### config.mk
export PLATFORM = sky130hd
export DESIGN_NAME = mask_slave_regbank
export DESIGN_NICKNAME = d
export VERILOG_FILES = /design/src/rtl/mask_regbank_pkg.sv /design/src/rtl/regbank_addr_dec.sv /design/src/rtl/regbank_wr_bank.sv /design/src/rtl/regbank_rd_mux.sv /design/src/rtl/mask_slave_regbank.sv
export SDC_FILE = /design/constraint.sdc
export NUM_CORES = 1
export LEC_CHECK = 0
export ABC_AREA = 1
export BUFFER_PORTS_ARGS = -buffer_cell sky130_fd_sc_hd__buf_4
export CORE_AREA = 2 2 187 189
export DETAILED_ROUTE_END_ITERATION = 10
export DIE_AREA = 0 0 189 191
export SKIP_CTS_REPAIR_TIMING = 1
export SLEW_MARGIN = 20
export SYNTH_ARGS = -nofsm -noshare
export SYNTH_HDL_FRONTEND = slang
export SYNTH_SLANG_ARGS = --single-unit
### constraint.sdc
create_clock -name clk_i -period 1.93 [get_ports clk_i]
set_clock_uncertainty 0.15 [all_clocks]
set_input_delay 0.193 -clock clk_i [delete_from_list [all_inputs] [get_ports clk_i]]
set_output_delay 0.193 -clock clk_i [all_outputs]
set_load 0.05 [all_outputs]
### src/rtl/mask_regbank_pkg.sv
package mask_regbank_pkg;
  localparam int unsigned NARROW_W = 16;
  localparam int unsigned WIDE_W   = 32;

  typedef enum logic {
    ACC_NARROW = 1'b0,
    ACC_WIDE   = 1'b1
  } acc_mode_e;
endpackage

### src/rtl/regbank_addr_dec.sv
module regbank_addr_dec #(
  parameter int unsigned ADDR_W     = 16,
  parameter logic [ADDR_W-1:0] ADDR_MASK  = 16'hE000,
  parameter logic [ADDR_W-1:0] ADDR_VALUE = 16'hA000,
  parameter int unsigned WR_IDX_W   = 3,
  parameter int unsigned RD_IDX_W   = 2
) (
  input  logic [ADDR_W-1:0]   addr_i,
  output logic                hit_o,
  output logic [WR_IDX_W-1:0] wr_idx_o,
  output logic                wr_idx_ok_o,
  output logic [RD_IDX_W-1:0] rd_idx_o,
  output logic                rd_idx_ok_o
);
  logic [ADDR_W-1:0] offset;

  always_comb begin
    hit_o       = (addr_i & ADDR_MASK) == ADDR_VALUE;
    offset      = addr_i & ~ADDR_MASK;
    wr_idx_o    = offset[WR_IDX_W-1:0];
    rd_idx_o    = offset[RD_IDX_W-1:0];
    // index exists only if no offset bit above it is set
    wr_idx_ok_o = (offset >> WR_IDX_W) == '0;
    rd_idx_ok_o = (offset >> RD_IDX_W) == '0;
  end
endmodule

### src/rtl/regbank_wr_bank.sv
module regbank_wr_bank
  import mask_regbank_pkg::*;
#(
  parameter int unsigned DW    = 32,
  parameter int unsigned IDX_W = 3,
  localparam int unsigned NREG = 1 << IDX_W
) (
  input  logic               clk_i,
  input  logic               rst_ni,
  input  logic               wr_en_i,
  input  logic [IDX_W-1:0]   idx_i,
  input  logic [DW-1:0]      wdata_i,
  input  acc_mode_e          mode_i,
  output logic [NREG*DW-1:0] regs_o,
  output logic [NREG-1:0]    event_o
);
  logic             en_q;
  logic [IDX_W-1:0] idx_q;
  logic [DW-1:0]    data_q;
  acc_mode_e        mode_q;

  // one-cycle latch on the write path, decode stays off the bank update
  always_ff @(posedge clk_i or negedge rst_ni) begin
    if (!rst_ni) begin
      en_q   <= 1'b0;
      idx_q  <= '0;
      data_q <= '0;
      mode_q <= ACC_WIDE;
    end else begin
      en_q   <= wr_en_i;
      idx_q  <= idx_i;
      data_q <= wdata_i;
      mode_q <= mode_i;
    end
  end

  for (genvar k = 0; k < NREG; k++) begin : g_reg
    logic [DW-1:0] cur;
    logic [DW-1:0] nxt;
    logic          sel;

    assign cur = regs_o[k*DW +: DW];
    assign sel = en_q && (idx_q == IDX_W'(k));

    if (DW > NARROW_W) begin : g_merge
      assign nxt = (mode_q == ACC_NARROW) ? {cur[DW-1:NARROW_W], data_q[NARROW_W-1:0]}
                                          : data_q;
    end else begin : g_full
      assign nxt = data_q;
    end

    always_ff @(posedge clk_i or negedge rst_ni) begin
      if (!rst_ni) begin
        regs_o[k*DW +: DW] <= '0;
        event_o[k]         <= 1'b0;
      end else begin
        event_o[k] <= sel;
        if (sel) regs_o[k*DW +: DW] <= nxt;
      end
    end
  end
endmodule

### src/rtl/regbank_rd_mux.sv
module regbank_rd_mux
  import mask_regbank_pkg::*;
#(
  parameter int unsigned DW    = 32,
  parameter int unsigned IDX_W = 2,
  localparam int unsigned NREG = 1 << IDX_W
) (
  input  logic [NREG*DW-1:0] regs_i,
  input  logic               sel_i,
  input  logic [IDX_W-1:0]   idx_i,
  input  acc_mode_e          mode_i,
  output logic [DW-1:0]      rdata_o
);
  logic [DW-1:0] word;

  assign word = regs_i[idx_i*DW +: DW];

  if (DW > NARROW_W) begin : g_narrow
    always_comb begin
      rdata_o = '0;
      if (sel_i) begin
        rdata_o = word;
        if (mode_i == ACC_NARROW) rdata_o[DW-1:NARROW_W] = '0;
      end
    end
  end else begin : g_plain
    logic unused_mode;
    assign unused_mode = mode_i;
    assign rdata_o     = sel_i ? word : '0;
  end
endmodule

### src/rtl/mask_slave_regbank.sv
module mask_slave_regbank
  import mask_regbank_pkg::*;
#(
  parameter int unsigned ADDR_W     = 16,
  parameter logic [ADDR_W-1:0] ADDR_MASK  = 16'hE000,
  parameter logic [ADDR_W-1:0] ADDR_VALUE = 16'hA000,
  parameter bit          WIDE_MODE  = 1'b1,
  parameter int unsigned WR_IDX_W   = 3,
  parameter int unsigned RD_IDX_W   = 2,
  localparam int unsigned DW      = WIDE_MODE ? WIDE_W : NARROW_W,
  localparam int unsigned N_WR    = 1 << WR_IDX_W,
  localparam int unsigned N_RD    = 1 << RD_IDX_W
) (
  input  logic               clk_i,
  input  logic               rst_ni,
  input  logic [ADDR_W-1:0]  bus_addr_i,
  input  logic               bus_wide_i,
  input  logic [DW-1:0]      bus_wdata_i,
  input  logic               bus_wr_i,
  input  logic               bus_rd_i,
  output logic [DW-1:0]      bus_rdata_o,
  output logic               bus_hit_o,
  output logic [N_WR*DW-1:0] wr_regs_o,
  output logic [N_WR-1:0]    wr_event_o,
  input  logic [N_RD*DW-1:0] rd_regs_i
);
  logic [WR_IDX_W-1:0] wr_idx;
  logic [RD_IDX_W-1:0] rd_idx;
  logic                wr_ok, rd_ok;
  acc_mode_e           mode;

  assign mode = bus_wide_i ? ACC_WIDE : ACC_NARROW;

  regbank_addr_dec #(
    .ADDR_W(ADDR_W), .ADDR_MASK(ADDR_MASK), .ADDR_VALUE(ADDR_VALUE),
    .WR_IDX_W(WR_IDX_W), .RD_IDX_W(RD_IDX_W)
  ) dec_i (
    .addr_i(bus_addr_i), .hit_o(bus_hit_o),
    .wr_idx_o(wr_idx), .wr_idx_ok_o(wr_ok),
    .rd_idx_o(rd_idx), .rd_idx_ok_o(rd_ok)
  );

  regbank_wr_bank #(.DW(DW), .IDX_W(WR_IDX_W)) wr_i (
    .clk_i(clk_i), .rst_ni(rst_ni),
    .wr_en_i(bus_wr_i && bus_hit_o && wr_ok),
    .idx_i(wr_idx), .wdata_i(bus_wdata_i), .mode_i(mode),
    .regs_o(wr_regs_o), .event_o(wr_event_o)
  );

  regbank_rd_mux #(.DW(DW), .IDX_W(RD_IDX_W)) rd_i (
    .regs_i(rd_regs_i), .sel_i(bus_rd_i && bus_hit_o && rd_ok),
    .idx_i(rd_idx), .mode_i(mode), .rdata_o(bus_rdata_o)
  );
endmodule

==> results of run 1 <==
-- area by class of cell --
cell class / instances / area [um^2] / share of cell area, %
diodes: 1 / 2.50 / 0.0140
clock buffers: 41 / 863 / 4.83
clock inverters: 15 / 199 / 1.11
inverters: 112 / 423 / 2.37
multi-input cells: 822 / 3980 / 22.3
flip-flops and latches: 301 / 7530 / 42.2
well taps: 455 / 569 / 3.19
repair buffers: 547 / 4300 / 24.1
-- logic make-up after synthesis --
kind of cell           Yosys count
AOI/OAI and AO/OA              288
and+or+nand+nor                534
DFF                            301
buffers and inverters          183
-- worst min path at each step --
stage / start / slack (ps) / to / cells after the start
final: bus_addr_i[8] / 40 / wr_i.en_q$_DFF_PN0_ / 6
after global routing: bus_addr_i[8] / 30 / wr_i.en_q$_DFF_PN0_ / 6
after CTS: rst_ni / -530 / wr_i.g_reg[2].cur[29]$_DFFE_PN0P_ / 1
after detailed placement: rst_ni / 60 / wr_i.g_reg[0].cur[10]$_DFFE_PN0P_ / 1
after global placement: rst_ni / 50 / wr_i.g_reg[0].cur[10]$_DFFE_PN0P_ / 1
after floorplan: rst_ni / -250 / wr_i.data_q[0]$_DFF_PN0_ / 0
-- through the flow --
stage,total power (uW),hold slack (ps),utilization (%)
global route,14000,33.4,52.4
global placement,7400,50.8,48.1
floorplan,6810,-253,-
finish,13500,35.9,52.4
detailed placement,7400,61.8,48.1
CTS,13600,-532,51.2
-- per-layer routing --
layer | up-vias | share of wire [%] | GRT usage (%)
li1 | 5166 | - | -
met1 | 4967 | 39 | 26.8
met2 | 411 | 50 | 38.3
met3 | 81 | 6.1 | 3.62
met4 | 0 | 4.2 | 9.04
met5 | - | 0 | 0
-- synthesized netlist by cell type --
master                     count
sky130_fd_sc_hd__buf_4         8
sky130_fd_sc_hd__o21ai_0      29
sky130_fd_sc_hd__dfrtp_1     300
sky130_fd_sc_hd__nor2_4        7
sky130_fd_sc_hd__inv_2         8
sky130_fd_sc_hd__buf_2        28
sky130_fd_sc_hd__o21ai_2     101
sky130_fd_sc_hd__nor2_1       73
sky130_fd_sc_hd__dfstp_2       1
sky130_fd_sc_hd__nand2_2       5
sky130_fd_sc_hd__o21ai_1     142
sky130_fd_sc_hd__nor2_8        1
sky130_fd_sc_hd__nand3_1      18
sky130_fd_sc_hd__clkbuf_1      3
sky130_fd_sc_hd__buf_1         2
sky130_fd_sc_hd__nand2_4       6
sky130_fd_sc_hd__nor3b_1       1
sky130_fd_sc_hd__inv_1       103
sky130_fd_sc_hd__nand2_1     423
sky130_fd_sc_hd__buf_6        30
sky130_fd_sc_hd__a21oi_1      16
sky130_fd_sc_hd__inv_4         1
-- critical path, stage by stage --
cell and delay (ps):
sky130_fd_sc_hd__dlygate4sd3_1 570, sky130_fd_sc_hd__buf_4 140, sky130_fd_sc_hd__nand3_1 70, sky130_fd_sc_hd__buf_4 200, sky130_fd_sc_hd__nor2_1 140, sky130_fd_sc_hd__buf_4 220
-- state kept, by name, indices dropped and copies added, names as in the netlist --
signal        cells
wr_i.g.cur      256
wr_i.data_q      32
wr_i.event_o      8
wr_i.idx_q        3
wr_i.en_q         1
wr_i.mode_q       1
-- report_power, final --
group          switching [uW]  internal [uW]  total, uW
Clock                    2460           3680       6150
Combinational             551            418        968
Sequential               18.6           6350       6370
==> flow_summary_export.csv, run 1 <==
group,metric,value,unit
floorplan,die_y,191,um
yosys,main_combinational_cell_family_by_area_after_synthesis,"simple AND/OR/NAND/NOR gates",
routing,first_iter_violations,633,
power,power_density,755,nW/um^2
yosys,synth_simple_gate_area_share,17.3,%
worst_setup_path,critical_path.startpoint_type,"primary input",
floorplan,top_level_ports,478,
worst_setup_path,crit_arrival,1530,ps
timing,tightest_slew,692,ps
worst_setup_path,cp_max_fo,16,
global_route,first_global_vias,10200,
global_route,groute.usage.overall,21.9,%
timing,min_tclk_post_route,1870,ps
cells_and_area,mostFrequentLayoutCells,"sky130_fd_sc_hd__buf_4, sky130_fd_sc_hd__nand2_1, sky130_fd_sc_hd__dfrtp_1, sky130_fd_sc_hd__o21ai_1, sky130_fd_sc_hd__inv_1",
yosys,syn_area,12500,um^2
power,power.ir.vdd_worst,0.000519,V
worst_setup_path,cp_data_required_time,1590,ps
placed_design,placed_area,16400,um^2
yosys,yosys-top-cells-area,"sky130_fd_sc_hd__dfrtp_1, sky130_fd_sc_hd__nand2_1, sky130_fd_sc_hd__o21ai_2, sky130_fd_sc_hd__o21ai_1, sky130_fd_sc_hd__inv_1",
routing,first_pass_iters,4,
floorplan,start_util,36.6,%
floorplan,placementRows,68,
clock_tree,worst_skew_pair.late_latency,560,ps
yosys,yosys.area_share.adder,0,%
placed_design,dp_slack,107,ps
yosys,syn-instance-count,1306,
yosys,synth_warnings,0,
global_route,overflow,0,
yosys,synth.yosys.seq_area_share,60.3,%
placed_design,buffer_ports.inserted,477,
job,drv_cap,0,
timing,setup_total_negative_slack,0,ps
routing,routed_wl,41.1,mm
timing,maxClockFrequency,0.535,GHz
floorplan,core_region_area,34100,um^2
timing,period_share,96.9,%
cells_and_area,areaGrowthSynthToFinish,43.1,%
cells_and_area,fin_area,17900,um^2
yosys,syn_nets,1487,
placed_design,detailed_placement_wirelength_estimate,31.6,mm
worst_setup_path,critical_path.endpoint,"bus_rdata_o[29]",
global_route,grt_pass1_wl,60.7,mm
status,run_status,"complete, no violations",
yosys,synth_cell_type_count,22,
routing,antenna_left,0,
power,leakagePower,0.00955,uW
worst_setup_path,crit_start,"bus_wide_i",
yosys,synth-xor-area-share,0,%
cells_and_area,non_filler_instances,2294,
worst_setup_path,critical_path.endpoint_type,"output pin",
worst_setup_path,r2r_end,"wr_i.g_reg[6].cur[7]$_DFFE_PN0P_",
yosys,synth_area_per_cell,9.56,um^2
worst_setup_path,worstRegToRegCells,6,
cells_and_area,layout.filler_cells,3199,
clock_tree,h-tree-depth,1,
timing,rsz0062_at_grt,"false",
placed_design,placed_cells,2197,
worst_setup_path,regToRegStartpoint,"wr_i.idx_q[0]$_DFF_PN0_",
cells_and_area,fin_nets,1996,
yosys,ys_ff_latch,301,
timing,worst_slack,60.5,ps
worst_setup_path,criticalPathCategory,"primary input to output pin",
placed_design,globalplace.congestion,0.883,
cells_and_area,layout_commonest_cell,"sky130_fd_sc_hd__buf_4",
floorplan,width_of_the_die,189,um
yosys,synth.area.mux_share,0,%
global_route,antenna_found_initial,1,
clock_tree,clock_tree_from_tritoncts,"yes",
yosys,synth.top_cell.area_share,60.1,%
clock_tree,clk_path_buf_depth,3,
timing,report.final.slew_viol_count,0,
clock_tree,clk_pin_slew_worst_paths,60,ps
timing,setup-violations-final,0,
routing,drt-vias-per-instance,4.63,
yosys,synth-compound-area-share,14.6,%
clock_tree,clockRootBuffer,"sky130_fd_sc_hd__clkbuf_16",
floorplan,fp.dieArea,36100,um^2
worst_setup_path,timing.reg2reg.setup_slack,190,ps
routing,num_vias,10600,
timing,max_slew_margin,53.8,%
routing,drc,0,
yosys,post_synth_top_area_cell,"sky130_fd_sc_hd__dfrtp_1",
hold_path,min-delay-path-class,"primary input to flop",
routing,avgRoutedWirePerCell,17.9,um
global_route,pin_count_of_the_biggest_net_entering_global_routing,67,
clock_tree,cts_num_sinks,301,
cells_and_area,post_route_cells_drive_above_1_share,37.4,%
timing,hold_viol,0,
clock_tree,cts-buffers-inserted,31,
Note: power is estimated with default switching activity, not from simulation.
==> inputs of run 2 (changes only) <==
ABC_AREA = unset   (was 1)
==> run 2 against run 1 <==
Critical path depth grew 2. Synthesized cell count shrank 47%. Clock power grew 1%. Worst hold slack lost 22 ps. Global-route usage shrank 1.5 points. Largest cell class unchanged. Die area is the same. Sequential share of layout area shrank 0.60 points. Register-to-register slack lost 90 ps. Non-clock buffer count grew 15. The flow now finishes with violations (negative setup slack). Routed wire length shrank 7.0%. Synthesized area shrank 5.7%.
==> flow_summary_export.csv, run 2 <==
group,metric,value,unit
status,run_status,"finished with violations",
status,failed_checks,"negative setup slack",
cells_and_area,post_route_cells_drive_above_1_share,70.4,%
yosys,syn_nets,873,
placed_design,globalplace.congestion,0.884,
global_route,first_global_vias,8574,
yosys,syn_area,11800,um^2
placed_design,detailed_placement_wirelength_estimate,27.9,mm
worst_setup_path,worstRegToRegCells,3,
job,drv_cap,0,
floorplan,placementRows,68,
worst_setup_path,crit_arrival,1600,ps
power,p_int,10500,uW
worst_setup_path,cp_max_fo,8,
yosys,synthMostInstantiatedCell,"sky130_fd_sc_hd__dfrtp_1",
clock_tree,clock_tree_from_tritoncts,"yes",
timing,hold-worst-slack,14.4,ps
clock_tree,clockRootBuffer,"sky130_fd_sc_hd__clkbuf_16",
cells_and_area,mostFrequentLayoutCells,"sky130_fd_sc_hd__buf_4, sky130_fd_sc_hd__dfrtp_1, sky130_fd_sc_hd__mux2_2, sky130_fd_sc_hd__dlygate4sd3_1, sky130_fd_sc_hd__clkbuf_16",
cells_and_area,layout_commonest_cell,"sky130_fd_sc_hd__buf_4",
global_route,grt_pass1_wl,54.5,mm
timing,setup-violations-final,2,
routing,drc,0,
power,power_frac_clock,46.2,%
routing,avgRoutedWirePerCell,22.0,um
routing,antenna_left,0,
worst_setup_path,worst_path_most_repeated_cell,"sky130_fd_sc_hd__buf_4",
clock_tree,worst_skew_pair.late_latency,500,ps
yosys,synth.yosys.seq_area_share,64.0,%
routing,first_pass_iters,4,
timing,tightest_slew,613,ps
timing,maxClockFrequency,0.515,GHz
global_route,groute.usage.overall,20.4,%
worst_setup_path,criticalPathCategory,"primary input to output pin",
power,power.ir.vdd_worst,0.000610,V
timing,rsz0062_at_grt,"true",
timing,hold_viol,0,
worst_setup_path,critical_path.cell_chain,"buf_4 -> nor4_4 -> buf_4 -> nand4_1 -> buf_4 -> clkbuf_16 -> nor3b_4 -> buf_6",
yosys,synth-edff-count,0,
clock_tree,cts_num_sinks,301,
floorplan,start_util,34.5,%
power,p_comb_share,6.0,%
yosys,syn-instance-count,692,
yosys,ys_ff_latch,301,
power,power.switching_fraction,21.8,%
yosys,yosys-top-cells-area,"sky130_fd_sc_hd__dfrtp_1, sky130_fd_sc_hd__mux2_2, sky130_fd_sc_hd__mux4_2, sky130_fd_sc_hd__nor3b_1, sky130_fd_sc_hd__nor2b_1",
cells_and_area,areaGrowthSynthToFinish,53.9,%
worst_setup_path,cp_slowest_stage_delay,240,ps
global_route,antenna_found_initial,5,
routing,first_iter_violations,272,
routing,num_vias,8224,
worst_setup_path,timing.critical_path.slowest_stage_cell,"sky130_fd_sc_hd__nor4_4",
floorplan,width_of_the_die,189,um
yosys,synth_cell_type_count,25,
yosys,synth_warnings,0,
timing,max_slew_margin,59.1,%
clock_tree,clk_path_buf_depth,3,
timing,min_tclk_post_route,1940,ps
cells_and_area,final-seq-area,7530,um^2
yosys,post_synth_most_frequent_cells,"sky130_fd_sc_hd__dfrtp_1, sky130_fd_sc_hd__mux2_2, sky130_fd_sc_hd__mux4_2",
cells_and_area,layout.filler_cells,2891,
clock_tree,h-tree-depth,2,
yosys,synth.top_cell.area_share,63.7,%
floorplan,fp.dieArea,36100,um^2
floorplan,die_y,191,um
power,power_density,742,nW/um^2
cells_and_area,largest_register_ff_count,256,
timing,worst_slack,-12.2,ps
cells_and_area,total_area_of_multi_input_combinational_cells,4270,um^2
yosys,fraction_of_registers_with_async_set_or_reset_after_synthesis,100,%
yosys,synth_area_per_cell,17.0,um^2
yosys,post_synth_top_area_cell,"sky130_fd_sc_hd__dfrtp_1",
yosys,synth_top_flop_cell,"sky130_fd_sc_hd__dfrtp_1",
routing,drt-vias-per-instance,4.73,
worst_setup_path,cp_data_required_time,1590,ps
worst_setup_path,critical_path.startpoint_type,"primary input",
power,leakagePower,0.00953,uW
clock_tree,cts-buffers-inserted,34,
floorplan,top_level_ports,478,
routing,routed_wl,38.2,mm
global_route,pin_count_of_the_biggest_net_entering_global_routing,74,
cells_and_area,fin_nets,1437,
floorplan,core_region_area,34100,um^2
clock_tree,clk_pin_slew_worst_paths,60,ps
global_route,overflow,0,
timing,report.final.slew_viol_count,0,
cells_and_area,final_core_utilization,53.1,%
placed_design,buffer_ports.inserted,477,
worst_setup_path,critical_path.endpoint_type,"output pin",
hold_path,min-delay-path-class,"primary input to async pin",
power,p_seq_share,47.8,%
timing,period_share,101,%
power,netSwitchingPower,2940,uW
==> run 2: final cells by class <==
type / instances / share of cell area [%]
Antenna cell: 5 / 0.0690
Clock buffer: 44 / 5.12
Clock inverter: 15 / 0.828
Inverter: 5 / 0.104
Multi-Input combinational cell: 352 / 23.6
Sequential cell: 301 / 41.6
Tap cell: 455 / 3.14
Timing Repair Buffer: 562 / 25.6
==> run 2: worst max-delay path: cells and delay by family <==
family        cells  cell delay [ps]
simple gates      3              590
buf+inv           5              800
==> run 2: final timing paths <==
kind / start / end / slack [ps]
hold reg to reg: wr_i.g_reg[7].cur[20]$_DFFE_PN0P_ / wr_i.g_reg[7].cur[20]$_DFFE_PN0P_ / 350
hold / removal: rst_ni / wr_i.g_reg[7].cur[6]$_DFFE_PN0P_ / 10
min in group clk_i: bus_addr_i[14] / wr_i.en_q$_DFF_PN0_ / 40
max in group asynchronous: rst_ni / wr_i.mode_q$_DFF_PN1_ / 890
setup / recovery: bus_addr_i[4] / bus_rdata_o[19] / -10
setup reg to reg: wr_i.idx_q[0]$_DFF_PN0_ / wr_i.g_reg[6].cur[6]$_DFFE_PN0P_ / 100
==> run 2: routing by layer <==
layer,global-route usage (%),up-vias,part of all wire (%)
li1,-,3642,-
met5,0,-,0
met1,22.5,4167,36
met4,9.04,0,4.3
met2,37.4,342,54
met3,4.52,73,6.0
==> run 2: kinds of logic (layout without fill, tap and decap cells) <==
group	count (synthesis)	in the layout	synth area share, %
buffers and inverters	39	626	1.91
and+or+nand+nor	64	64	3.52
muxes	288	288	30.6
DFF	301	301	64.0
other	0	5	0
==> run 2: power groups by stage <==
stage | Sequential (uW) | Clock [uW] | Combinational (uW)
finish | 6430 | 6210 | 807
global route | 6440 | 6680 | 868
CTS | 6430 | 6370 | 745
detailed placement | 6550 | 0 | 738
global placement | 6550 | 0 | 741
floorplan | 6520 | 0 | 215
==> run 2: through the flow <==
| step | setup slack, ps | TNS (ps) | area [um^2] | total power [uW] | std cells |
|---|---|---|---|---|---|
| global route | -78.5 | -567 | 18100 | 14000 | 1739 |
| finish | -12.2 | -22.2 | 18100 | 13500 | 1739 |
| detailed placement | -54.1 | -563 | 16500 | 7280 | 1631 |
| global placement | -48.8 | -616 | 16500 | 7290 | 1631 |
| floorplan | -175 | -2490 | 12000 | 6730 | 692 |
| CTS | -70.9 | -800 | 17500 | 13500 | 1690 |
